==> src/rtl/pwr_rst_pkg.sv <==
package pwr_rst_pkg;
  localparam int unsigned NUM_LV = 2;
  localparam int unsigned LV_CORE = 0;
  localparam int unsigned LV_IO   = 1;
  localparam int unsigned NUM_SENSE = NUM_LV + 1;
endpackage

==> src/rtl/prc_sync.sv <==
module prc_sync #(
  parameter int unsigned WIDTH  = 3,
  parameter int unsigned STAGES = 2
) (
  input  logic             clk_i,
  input  logic             rst_ni,
  input  logic [WIDTH-1:0] d_i,
  output logic [WIDTH-1:0] q_o
);
  logic [WIDTH-1:0] stg_q [STAGES];

  always_ff @(posedge clk_i or negedge rst_ni) begin
    if (!rst_ni) begin
      stg_q <= '{default: '0};
    end else begin
      stg_q[0] <= d_i;
      for (int k = 1; k < STAGES; k++) stg_q[k] <= stg_q[k-1];
    end
  end

  assign q_o = stg_q[STAGES-1];
endmodule

==> src/rtl/prc_lv_filter.sv <==
module prc_lv_filter #(
  parameter int unsigned DEPTH = 4
) (
  input  logic clk_i,
  input  logic rst_ni,
  input  logic smp_i,
  output logic stat_o
);
  localparam int unsigned HIST_W = DEPTH - 1;

  logic [HIST_W-1:0] hist_q;
  logic [DEPTH-1:0]  window;
  logic              stat_q;

  assign window = {hist_q, smp_i};

  always_ff @(posedge clk_i or negedge rst_ni) begin
    if (!rst_ni) begin
      hist_q <= '0;
      stat_q <= 1'b0;
    end else begin
      hist_q <= window[HIST_W-1:0];
      if (&window)       stat_q <= 1'b1;
      else if (~|window) stat_q <= 1'b0;
    end
  end

  assign stat_o = stat_q;


  rise_needs_good_chk: assert property (@(posedge clk_i) disable iff (!rst_ni)
    $rose(stat_q) |-> $past(smp_i));

  fall_needs_bad_chk: assert property (@(posedge clk_i) disable iff (!rst_ni)
    $fell(stat_q) |-> !$past(smp_i));
endmodule

==> src/rtl/prc_por_ctrl.sv <==
module prc_por_ctrl #(
  parameter int unsigned NUM_LV = 2
) (
  input  logic              clk_i,
  input  logic              rst_ni,
  input  logic              core_ok_i,
  input  logic [NUM_LV-1:0] lv_ok_i,
  output logic              por_rel_o
);
  logic por_rel_q;

  // release needs every sensor; re-entry watches only the core POR sensor
  always_ff @(posedge clk_i or negedge rst_ni) begin
    if (!rst_ni)                          por_rel_q <= 1'b0;
    else if (!core_ok_i)                  por_rel_q <= 1'b0;
    else if (!por_rel_q && (&lv_ok_i))    por_rel_q <= 1'b1;
  end

  assign por_rel_o = por_rel_q;


  release_gate_chk: assert property (@(posedge clk_i) disable iff (!rst_ni)
    (!por_rel_q && !(core_ok_i && (&lv_ok_i))) |=> !por_rel_q);

  hold_release_chk: assert property (@(posedge clk_i) disable iff (!rst_ni)
    (por_rel_q && core_ok_i) |=> por_rel_q);

  core_drop_chk: assert property (@(posedge clk_i) disable iff (!rst_ni)
    !core_ok_i |=> !por_rel_q);
endmodule

==> src/rtl/prc_irq_flags.sv <==
module prc_irq_flags #(
  parameter int unsigned NUM_LV = 2
) (
  input  logic              clk_i,
  input  logic              rst_ni,
  input  logic [NUM_LV-1:0] stat_i,
  input  logic              por_rel_i,
  input  logic [NUM_LV-1:0] clr_i,
  input  logic [NUM_LV-1:0] en_i,
  output logic [NUM_LV-1:0] flag_o,
  output logic              irq_o
);
  logic [NUM_LV-1:0] stat_d_q;
  logic [NUM_LV-1:0] flag_q;
  logic [NUM_LV-1:0] set;

  assign set = stat_d_q & ~stat_i;

  always_ff @(posedge clk_i or negedge rst_ni) begin
    if (!rst_ni) begin
      stat_d_q <= '0;
      flag_q   <= '0;
    end else begin
      stat_d_q <= stat_i;
      if (!por_rel_i) flag_q <= '0;
      else            flag_q <= (flag_q & ~clr_i) | set;
    end
  end

  assign flag_o = flag_q;
  assign irq_o  = |(flag_q & en_i);


  held_in_por_chk: assert property (@(posedge clk_i) disable iff (!rst_ni)
    !por_rel_i |=> (flag_q == '0));

  for (genvar i = 0; i < NUM_LV; i++) begin : g_chk

    sticky_chk: assert property (@(posedge clk_i) disable iff (!rst_ni)
      (flag_q[i] && !clr_i[i] && por_rel_i) |=> flag_q[i]);

    set_on_fall_chk: assert property (@(posedge clk_i) disable iff (!rst_ni)
      (por_rel_i && stat_d_q[i] && !stat_i[i]) |=> flag_q[i]);
  end
endmodule

==> src/rtl/pwr_rst_combiner.sv <==
module pwr_rst_combiner
  import pwr_rst_pkg::*;
#(
  parameter int unsigned SYNC_STAGES = 2,
  parameter int unsigned FILT_DEPTH  = 4
) (
  input  logic              clk_i,
  input  logic              rst_ni,
  input  logic              core_por_ok_i,
  input  logic              core_lv_ok_i,
  input  logic              io_lv_ok_i,
  input  logic [NUM_LV-1:0] irq_en_i,
  input  logic [NUM_LV-1:0] irq_clr_i,
  output logic              por_no,
  output logic              irq_o,
  output logic [NUM_LV-1:0] lv_status_o,
  output logic [NUM_LV-1:0] lv_flag_o
);
  logic [NUM_SENSE-1:0] sense_raw;
  logic [NUM_SENSE-1:0] sense_sync;
  logic [NUM_LV-1:0]    lv_filt;
  logic                 por_rel;

  assign sense_raw = {io_lv_ok_i, core_lv_ok_i, core_por_ok_i};

  prc_sync #(.WIDTH(NUM_SENSE), .STAGES(SYNC_STAGES)) u_sync (
    .clk_i (clk_i),
    .rst_ni(rst_ni),
    .d_i   (sense_raw),
    .q_o   (sense_sync)
  );

  for (genvar i = 0; i < NUM_LV; i++) begin : g_filt
    prc_lv_filter #(.DEPTH(FILT_DEPTH)) u_filt (
      .clk_i (clk_i),
      .rst_ni(rst_ni),
      .smp_i (sense_sync[i+1]),
      .stat_o(lv_filt[i])
    );
  end

  prc_por_ctrl #(.NUM_LV(NUM_LV)) u_por (
    .clk_i    (clk_i),
    .rst_ni   (rst_ni),
    .core_ok_i(sense_sync[0]),
    .lv_ok_i  (lv_filt),
    .por_rel_o(por_rel)
  );

  prc_irq_flags #(.NUM_LV(NUM_LV)) u_flags (
    .clk_i    (clk_i),
    .rst_ni   (rst_ni),
    .stat_i   (lv_filt),
    .por_rel_i(por_rel),
    .clr_i    (irq_clr_i),
    .en_i     (irq_en_i),
    .flag_o   (lv_flag_o),
    .irq_o    (irq_o)
  );

  assign por_no      = por_rel;
  assign lv_status_o = lv_filt;


  reset_state_chk: assert property (@(posedge clk_i)
    !rst_ni |-> (!por_no && lv_flag_o == '0 && !irq_o));
endmodule

==> config.mk <==
export PLATFORM = sky130hd
export DESIGN_NAME = pwr_rst_combiner
export DESIGN_NICKNAME = d
export VERILOG_FILES = /design/src/rtl/pwr_rst_pkg.sv /design/src/rtl/prc_sync.sv /design/src/rtl/prc_lv_filter.sv /design/src/rtl/prc_por_ctrl.sv /design/src/rtl/prc_irq_flags.sv /design/src/rtl/pwr_rst_combiner.sv
export SDC_FILE = /design/constraint.sdc
export NUM_CORES = 1
export LEC_CHECK = 0
export BUFFER_PORTS_ARGS = -buffer_cell sky130_fd_sc_hd__buf_2
export CAP_MARGIN = 20
export CORE_MARGIN = 2
export CORE_UTILIZATION = 35
export CTS_BUF_LIST = sky130_fd_sc_hd__clkbuf_16
export CTS_CLUSTER_DIAMETER = 120
export DETAILED_ROUTE_END_ITERATION = 16
export GPL_TIMING_DRIVEN = 0
export SLEW_MARGIN = 15
export SYNTH_ARGS = -nofsm -noshare
export SYNTH_HDL_FRONTEND = slang
export SYNTH_SLANG_ARGS = --single-unit
==> constraint.sdc <==
create_clock -name clk_i -period 2.46 [get_ports clk_i]
set_input_delay 0 -clock clk_i [delete_from_list [all_inputs] [get_ports clk_i]]
set_output_delay 0 -clock clk_i [all_outputs]
set_load 0.05 [all_outputs]
==> results.md, run 1 <==
- DRC errors left: 0
- Final #Nets: about 70
- Max VDD drop: approximately 530 uV
- Status: completed
- IO Count: 15
- Synth Area in Compound Gates: 10.2%
- Worst slew margin: around three quarters
- Startpoint types: flip-flop
- Vias in the first global route: 330
- Mux contribution to synthesized area: 0%
- Sequential cell area: around 480 sq um
- Area of the multi-input gates: between 100 and 150 sq um
- Critical Path AT: ~1.1 ns
- Largest net degree at the start of global routing: 20
- RSZ-0062 raised after global routing: false
- Die Y: approximately 46 um
- Total Wirelength: 817 um
- Total negative slack: 0 ns
- Global-route congestion overflow total: 0
- Worst reg2reg path depth: 2
- Final Cell Area: 812 sq um
- Most frequent cells in the layout: dfrtp_1, buf_2, nand2b_1, dlygate4sd3_1, clkbuf_16
- Synth Warn #: 0
- Drt wl/cell: approximately 11 um
- DP Cell Count: 66
- Static Leak: 0.393 nW
- Commonest non-fill, non-tap cell in the layout: dfrtp_1
- Vias: 350
- Row cnt: 14
- Pwr/cell area: between 900 and 1000 nW/um^2
- Routed vias/inst: roughly 4.7
- H-tree lvl count: 1
- CP Data Required Time: ~2.5 ns
- Syn Nets: 45
- Initial core utilization: approximately two fifths
- Clock Path Buffers: 2
- Worst r2r src: g_filt[1].u_filt.hist_q[0]
- Tmin final: 1.06 ns
- DR pass1 iterations: 1
- CP Capture Type: output port
- Syn_area_per_cell: ~17 sq um
- Fill count: 132
- Post-DP Area: 693 sq um
- Layout Cells excl Fill: 74
- Critical path class: reg2out
- Root Driver: clkbuf_16
- 1st-iter DRT viols: 0
- Final Wtd Congestion: around 0.6
- Full die area: 2070 sq um
- ANT cells: 0
- Fmax: 946 MHz
- Final period utilization: approximately 43%
- Worst-Skew Late Latency: roughly 0.24 ns
- Detail Route Antenna Nets: 0
- MaxCap Viol Count: 0
- Mapped Area: between 600 and 700 sq um
- Mapped Cells: 36
- Seq/Total Area, Yosys: ~79%
- # clock sinks: 19
- Fraction of layout cells with a size suffix above 1: between 30% and 40%
- Synth-to-layout area growth: 34.6%
- Final hold viol count: 0
- Hold EP: u_flags.flag_o[1]
- Finish-stage setup viols: 0
- Largest family of logic cells by synthesized area: compound AO/OA/AOI/OAI gates
- Synth Area in Simple Gates: under 10%
- Reg clk slew, reported paths: about 0.050 ns
- Port buffer count: 14
- Clk_skew: 0.000665 ns
- GRT Util Overall: 10.0%
- XOR/XNOR share of the synthesized area: 0%
- Maximum fanout along the worst path: 3
- Core area: approximately 1600 sq um
- DIE WIDTH: around 46 um
- HPWL after DPL: about 540 um
- Hold path cells: 3
- Post-Synth Adder-Cell Area: 0%
- Worst min-delay path class: in2reg
- FF+latch count, synth: 19
- Num CTS Buffers: 3
- Post-CTS Setup Bufs: 0
- Worst reg-to-reg setup slack: ~1.5 ns
- Least-Margin Pin Slew: roughly 0.4 ns
- Initial antenna violation count: 0
- First-pass GRT wire length: around 1300 um
- Worst r2r dst: g_filt[1].u_filt.stat_o
- CTS tree: yes
- Post-layout util: approximately 52%
- Netlist cell types: 10
- Hold Startpoint: irq_clr_i[1]
- Slew Limit Fails: 0
## per-stage QoR
step | hold slack (ns) | setup slack [ns] | power (mW)
5_1_grt | 0.0251 | 1.36 | 0.820
6_report | 0.0123 | 1.40 | 0.785
3_5_place_dp | -0.0465 | 1.55 | 0.472
2_1_floorplan | -0.296 | 1.31 | 0.442
4_1_cts | 0.0148 | 1.39 | 0.797
3_3_place_gp | -0.0486 | 1.54 | 0.471
## cell families after synthesis
family          count (synthesis)
compound gates                  6
simple gates                    9
flops                          19
buf+inv                         2
## registers in the layout (all words and copies together) (netlist names)
name / flops
u_flags.flag_o: 2
u_sync.stg_q: 3
u_flags.stat_d_q: 2
u_por.por_rel_o: 1
g_filt.u_filt.stat_o: 2
g_filt.u_filt.hist_q: 6
u_sync.q_o: 3
## report_power, final
| group | internal [mW] | total, mW | switching, mW |
|---|---|---|---|
| logic | 0.0406 | 0.108 | 0.0674 |
| clock network | 0.215 | 0.315 | 0.0999 |
| registers | 0.341 | 0.362 | 0.0207 |
## critical path, cell delays in order (launching register included)
cell	delay [ns]
dfrtp_1	0.39
a22o_1	0.22
buf_2	0.20
## metal layers
layer / wire length, um / GRT usage (%)
met1: 350 / 10.9
met2: 381 / 14.4
met3: 60 / 3.57
met4: 25 / 10.6
met5: 0 / 0
## layout make-up
class                   instances  area share (%)
clock inverters                 1           0.462
flip-flops and latches         19            58.6
multi-input cells              15            13.9
well taps                      16            2.47
clock buffers                   3            9.24
repair buffers                 18            13.6
plain buffers                   2            1.85
## Yosys cell counts, drive strengths merged
cell type / count / area share, %
nand4: 2 / 2.1
nand2b: 4 / 4.1
nand2: 2 / 1.2
buf: 2 / 2.5
a22o: 1 / 1.5
o41ai: 2 / 5.4
a21oi: 1 / 0.83
a21boi: 2 / 2.5
dfrtp: 19 / 79
nor2b: 1 / 1.0
## worst max path at each step
stage	start	to	slack (ns)	depth (start not counted)
floorplan	u_flags.flag_o[0]	irq_o	1.31	1
global placement	g_filt[1].u_filt.hist_q[0]	g_filt[1].u_filt.stat_o	1.54	2
detailed placement	g_filt[1].u_filt.hist_q[0]	g_filt[1].u_filt.stat_o	1.55	2
CTS	u_flags.flag_o[0]	irq_o	1.39	2
global route	g_filt[1].u_filt.stat_o	lv_status_o[1]	1.36	2
finish	u_flags.flag_o[0]	irq_o	1.40	2
## what timing repair did
action | in CTS | in global routing
gates resized for setup | 0 | 0
hold endpoints to repair | 22 | 0
hold buffers | 4 | 0
Note: power is estimated with default switching activity, not from simulation.
==> inputs of run 2 (changes only) <==
==> constraint.sdc (replaced) <==
create_clock -name clk_i -period 0.9 [get_ports clk_i]
set_input_delay 0 -clock clk_i [delete_from_list [all_inputs] [get_ports clk_i]]
set_output_delay 0 -clock clk_i [all_outputs]
set_load 0.05 [all_outputs]
==> run 2 against run 1 <==
Net effect: the run now ends with setup timing left; critical endpoint unchanged; utilization rose by 7.6 points; setup slack got worse by 1.5 ns; non-clock buffer count rose by 6; sequential power rose to 2.7 times the previous value; via count rose by 7.7%.
==> results.md, run 2 (synthesis gave the netlist of run 1 again) <==
- Status: finished with violations
- Failing checks: setup timing
- Pre-CTS WS: -0.0241 ns
- Met3 wire length: just over 60 um
- DP Cell Count: 66
- H-tree lvl count: 1
- CP Data Required Time: around 0.9 ns
- Worst slew margin: between 70% and 80%
- Met1 wire length: approximately 420 um
- Pwr/cell area: approximately 2500 nW/um^2
- # clock sinks: 19
- Layout Cells excl Fill: 80
- Die Y: 45.5 um
- Detail Route Antenna Nets: 0
- Startpoint types: flip-flop
- Sequential share of power: 42.6%
- Crit path max-delay family: flip-flops
- IO Count: 15
- Critical path class: reg2out
- Worst min-delay path class: in2reg
- Fmax: between 900 and 1000 MHz
- Row cnt: 14
- Clock Path Buffers: 2
- Reg clk slew, reported paths: roughly 0.050 ns
- Critical Path Slowest Stage Cell: dfrtp_2
- Worst reg2reg path depth: 2
- Final #Nets: between 70 and 80
- Crit. path cell count: 2
- Port buffer count: 14
- Crit path cell chain: a22o_4, buf_8
- 1st-iter DRT viols: 2
- Comb pwr share: between 10% and 20%
- Num CTS Buffers: 3
- Root Driver: clkbuf_16
- DR WL met2: roughly 520 um
- Largest net degree at the start of global routing: 20
- DR top layer: met3
- Fill count: about 130
- ANT cells: 0
- Static Leak: around 0.44 nW
- Initial antenna violation count: 0
- Final hold viol count: 0
- Fraction of layout cells with a size suffix above 1: 53.1%
- Worst-Skew Late Latency: between 0.2 and 0.3 ns
- Finish-stage setup viols: 4
- Total negative slack: -0.213 ns
- Clk_skew: around 0.0018 ns
- Vias: ~380
- Slew Limit Fails: 0
- Vias in the first global route: roughly 370
- Drt wl/cell: 12.5 um
- CTS tree: yes
- MaxCap Viol Count: 0
- GRT Util Overall: a little over a tenth
- Total Wirelength: between 1000 and 1500 um
- Psw: ~570 uW
- Final Wtd Congestion: 0.611
- RSZ-0062 raised after global routing: true
- Full die area: 2070 sq um
- First-pass GRT wire length: about 1500 um
- Reg with most FFs: g_filt.u_filt.hist_q
- Max VDD drop: about 1400 uV
- Global-route congestion overflow total: 0
- Clock power frac: about two fifths
- DIE WIDTH: 45.5 um
- HPWL after DPL: ~540 um
- Final period utilization: 116%
- Final worst slack: -0.143 ns
- Tmin final: ~1.0 ns
- Core area: between 1500 and 2000 sq um
- Hold_ws: between 0.01 and 0.015 ns
- Most frequent cells in the layout: dfrtp_1, buf_2, buf_4
- Initial core utilization: between 30 and 40%
- Maximum fanout along the worst path: 2
- CP bufs+invs: 1
- Int Pwr: about 1.7 mW
- Least-Margin Pin Slew: between 0.3 and 0.4 ns
- DRC errors left: 0
- Hold path cells: 3
- CP Capture Type: output port
- Routed vias/inst: 4.71
- Synth-to-layout area growth: 54.4%
- Sw frac: about a quarter
- Critical Path AT: between 1 and 1.5 ns
- Crit-path max cell delay: between 0.4 and 0.5 ns
- DR pass1 iterations: 3
- Max reg flops: 6
- Commonest non-fill, non-tap cell in the layout: dfrtp_1
==> run 2: tightest hold or removal path, cell delays in order <==
cell	delay (ns)
buf_2	0.07
nand2b_1	0.10
a21boi_2	0.05
==> run 2: power groups by stage <==
| stage | clock, mW | sequential [mW] | combinational [mW] |
|---|---|---|---|
| 6_report | 0.892 | 0.987 | 0.440 |
| 5_1_grt | 0.948 | 0.996 | 0.467 |
| 4_1_cts | 0.914 | 0.979 | 0.393 |
| 3_5_place_dp | 0 | 1.01 | 0.287 |
| 3_3_place_gp | 0 | 1.01 | 0.284 |
| 2_1_floorplan | 0 | 1.05 | 0.166 |
==> run 2: layout make-up <==
type                            instances  area (sq um)  area share [%]
Buffer                                  1          11.3            1.21
Timing Repair Buffer                   25           208            22.3
Clock buffer                            3          75.1            8.06
Sequential cell                        19           479            51.5
Clock inverter                          1          5.00           0.538
Tap cell                               16          20.0            2.15
Multi-Input combinational cell         15           133            14.2
==> run 2: per-layer routing <==
layer  vias to the layer above  track usage (%)
li1                        179                -
met1                       184             11.7
met2                        14             17.2
met3                         0             3.57
met4                         0             7.06
met5                         -                0
==> run 2: what timing repair did <==
| item | 4_1_cts | 5_1_grt |
|---|---|---|
| buffers inserted | 6 | 1 |
| gates resized for setup | 9 | 10 |
| endpoints found under the hold margin | 22 | 0 |
| endpoints found under the setup margin | 5 | 8 |
| hold buffers | 4 | 0 |
| pin swaps | 3 | 3 |
==> run 2: worst paths after layout <==
| path | startpoint | end | slack (ns) |
|---|---|---|---|
| setup / recovery | u_flags.flag_o[0] | irq_o | -0.14 |
| hold / removal | irq_clr_i[1] | u_flags.flag_o[1] | 0.01 |
| setup reg to reg | g_filt[1].u_filt.hist_q[0] | g_filt[1].u_filt.stat_o | -0.02 |
| hold reg to reg | u_sync.stg_q[4] | u_sync.q_o[1] | 0.34 |
| max in group asynchronous | rst_ni | u_flags.flag_o[1] | 0.39 |
| min in group asynchronous | rst_ni | u_flags.flag_o[0] | 0.21 |
==> run 2: through the flow <==
step | total power, mW | instance area [sq um] | utilization [%]
3_5_place_dp | 1.30 | 698 | 44.8
2_1_floorplan | 1.21 | 608 | -
3_3_place_gp | 1.29 | 698 | 44.8
6_report | 2.32 | 931 | 59.7
4_1_cts | 2.29 | 890 | 57.1
5_1_grt | 2.41 | 931 | 59.7
==> inputs of run 3 (changes only) <==
--- a/config.mk
+++ b/config.mk
@@ -9,7 +9,7 @@
 export CAP_MARGIN = 20
 export CORE_MARGIN = 2
 export CORE_UTILIZATION = 35
-export CTS_BUF_LIST = sky130_fd_sc_hd__clkbuf_16
+export CTS_BUF_LIST = sky130_fd_sc_hd__clkbuf_8
 export CTS_CLUSTER_DIAMETER = 120
 export DETAILED_ROUTE_END_ITERATION = 16
 export GPL_TIMING_DRIVEN = 0
==> run 3 against run 2 <==
Net effect: fmax is 0.91% lower; final cell count is 3.8% higher; first-iteration DRC count decreased by 100%; the flow still finishes with violations (setup timing); global-route usage up 1.1 points; routed wire length up 5.8%.
==> results.md, run 3 (synthesis gave the netlist of run 1 again) <==
- Status: finished with violations
- Failing checks: setup timing
- Core area: roughly 1600 sq um
- Fill count: between 100 and 150
- Vias in the first global route: between 400 and 500
- Routed vias/inst: approximately 4.7
- Total Wirelength: 1060 um
- Met1 wire length: about 440 um
- CP Data Required Time: roughly 0.9 ns
- Startpoint types: flip-flop
- MaxCap Viol Count: 0
- H-tree lvl count: 1
- Final Power: between 2 and 2.5 mW
- Critical Path Slowest Stage Cell: dfrtp_2
- Vias: 393
- Pwr/cell area: between 2000 and 2500 nW/um^2
- Die Y: 45.5 um
- Crit-path max cell delay: slightly above 0.4 ns
- IO Count: 15
- Final Wtd Congestion: about 0.61
- Finish-stage setup viols: 5
- Commonest non-fill, non-tap cell in the layout: dfrtp_1
- Full die area: just over 2000 sq um
- GRT Util Overall: a little under an eighth
- # clock sinks: 19
- Final period utilization: 117%
- Tmin final: 1.05 ns
- DIE WIDTH: roughly 46 um
- First-pass GRT wire length: 1610 um
- Max reg flops: 6
- Reg clk slew, reported paths: 0.07 ns
- Final worst slack: -0.153 ns
- Fmax: 950 MHz
- Slew Limit Fails: 0
- Crit path cell chain: a22o_4, buf_8
- Post-layout util: ~59%
- Row cnt: 14
- Most frequent cells in the layout: dfrtp_1, buf_4, buf_2
- Num CTS Buffers: 3
- Critical Path AT: roughly 1.1 ns
- DR top layer: met4
- Initial antenna violation count: 0
- 1st-iter DRT viols: 0
- Least-Margin Pin Slew: 0.408 ns
- Port buffer count: 14
- Detail Route Antenna Nets: 0
- DR pass1 iterations: 1
- Final #Nets: between 70 and 80
- Area of the multi-input gates: between 100 and 150 sq um
- Global-route congestion overflow total: 0
- Worst slew margin: between 70 and 80%
- Fraction of layout cells with a size suffix above 1: 52.2%
- Root Driver: clkbuf_8
- Maximum fanout along the worst path: 2
- DR WL met2: about 530 um
- Worst-Skew Late Latency: 0.25 ns
- Worst min-delay path class: in2async
- Reg with most FFs: g_filt.u_filt.hist_q
- Static Leak: approximately 0.44 nW
- HPWL after DPL: between 500 and 600 um
- Max VDD drop: between 1000 and 1500 uV
- Critical path class: reg2out
- Largest net degree at the start of global routing: 20
- Clk_skew: about 0.0007 ns
- Initial core utilization: 38.7%
- CP Capture Type: output port
- Sequential cell area: ~480 sq um
- DRC errors left: 0
- CTS tree: yes
- Clock Path Buffers: 2
- Drt wl/cell: about 13 um
- Met3 wire length: 65 um
- Final hold viol count: 0
- Total negative slack: -0.251 ns
- Synth-to-layout area growth: 53.3%
- RSZ-0062 raised after global routing: true
- ANT cells: 0
## run 3: cell count changes in the layout (fill, tap and decap cells not counted)
| cell | previous run | this run |
|---|---|---|
| dlygate4sd3_1 | 4 | 6 |
| clkbuf_8 | 0 | 3 |
| clkbuf_4 | 2 | 0 |
| buf_4 | 6 | 9 |
| clkbuf_16 | 3 | 0 |
## run 3: stage by stage
stage               setup WS (ns)  cell area, sq um  cells  hold slack [ns]
detailed placement        -0.0241               698     66          -0.0459
finish                     -0.153               925     83            0.205
CTS                        -0.173               886     81            0.221
floorplan                -0.00440               608     36           -0.296
global placement          -0.0231               698     66          -0.0433
global route               -0.182               925     83            0.240
## run 3: per-layer routing
| layer | up-vias | global-route usage [%] |
|---|---|---|
| li1 | 183 | - |
| met1 | 190 | 12.0 |
| met2 | 16 | 19.7 |
| met3 | 4 | 3.57 |
| met4 | 0 | 8.82 |
| met5 | - | 0 |
## run 3: repair_timing
item,4_1_cts,5_1_grt
gates resized for setup,12,8
setup endpoints to repair,6,7
hold endpoints to repair,24,0
gates cloned,0,0
pin swaps,3,3
buffers inserted,6,2
hold buffers,6,0
## run 3: area by class of cell
type | count | share of cell area [%]
repair buffers | 28 | 25.4
multi-input cells | 15 | 14.3
flip-flops and latches | 19 | 51.8
clock buffers | 3 | 4.47
well taps | 16 | 2.17
clock inverters | 1 | 0.541
plain buffers | 1 | 1.22
## run 3: worst paths after layout
path | from | endpoint | slack [ns] | cells after the start
max in group asynchronous | rst_ni | u_flags.flag_o[1] | 0.39 | 2
setup / recovery | u_flags.flag_o[0] | irq_o | -0.15 | 2
setup reg to reg | g_filt[1].u_filt.hist_q[0] | g_filt[1].u_filt.stat_o | -0.02 | 2
min in group clk_i | irq_en_i[1] | irq_o | 0.32 | 3
hold reg to reg | u_sync.stg_q[4] | u_sync.q_o[1] | 0.35 | 0
hold / removal | rst_ni | u_flags.flag_o[0] | 0.21 | 2
## run 3: report_power, final
part           switching (mW)  internal, mW
Combinational           0.226         0.234
Clock                   0.269         0.307
Sequential             0.0534         0.933
## run 3: worst max-delay path: cells and delay by family (launching register included)
| family | cells | cell delay [ns] |
|---|---|---|
| flops | 1 | 0.41 |
| buf+inv | 1 | 0.14 |
| compound gates | 1 | 0.25 |
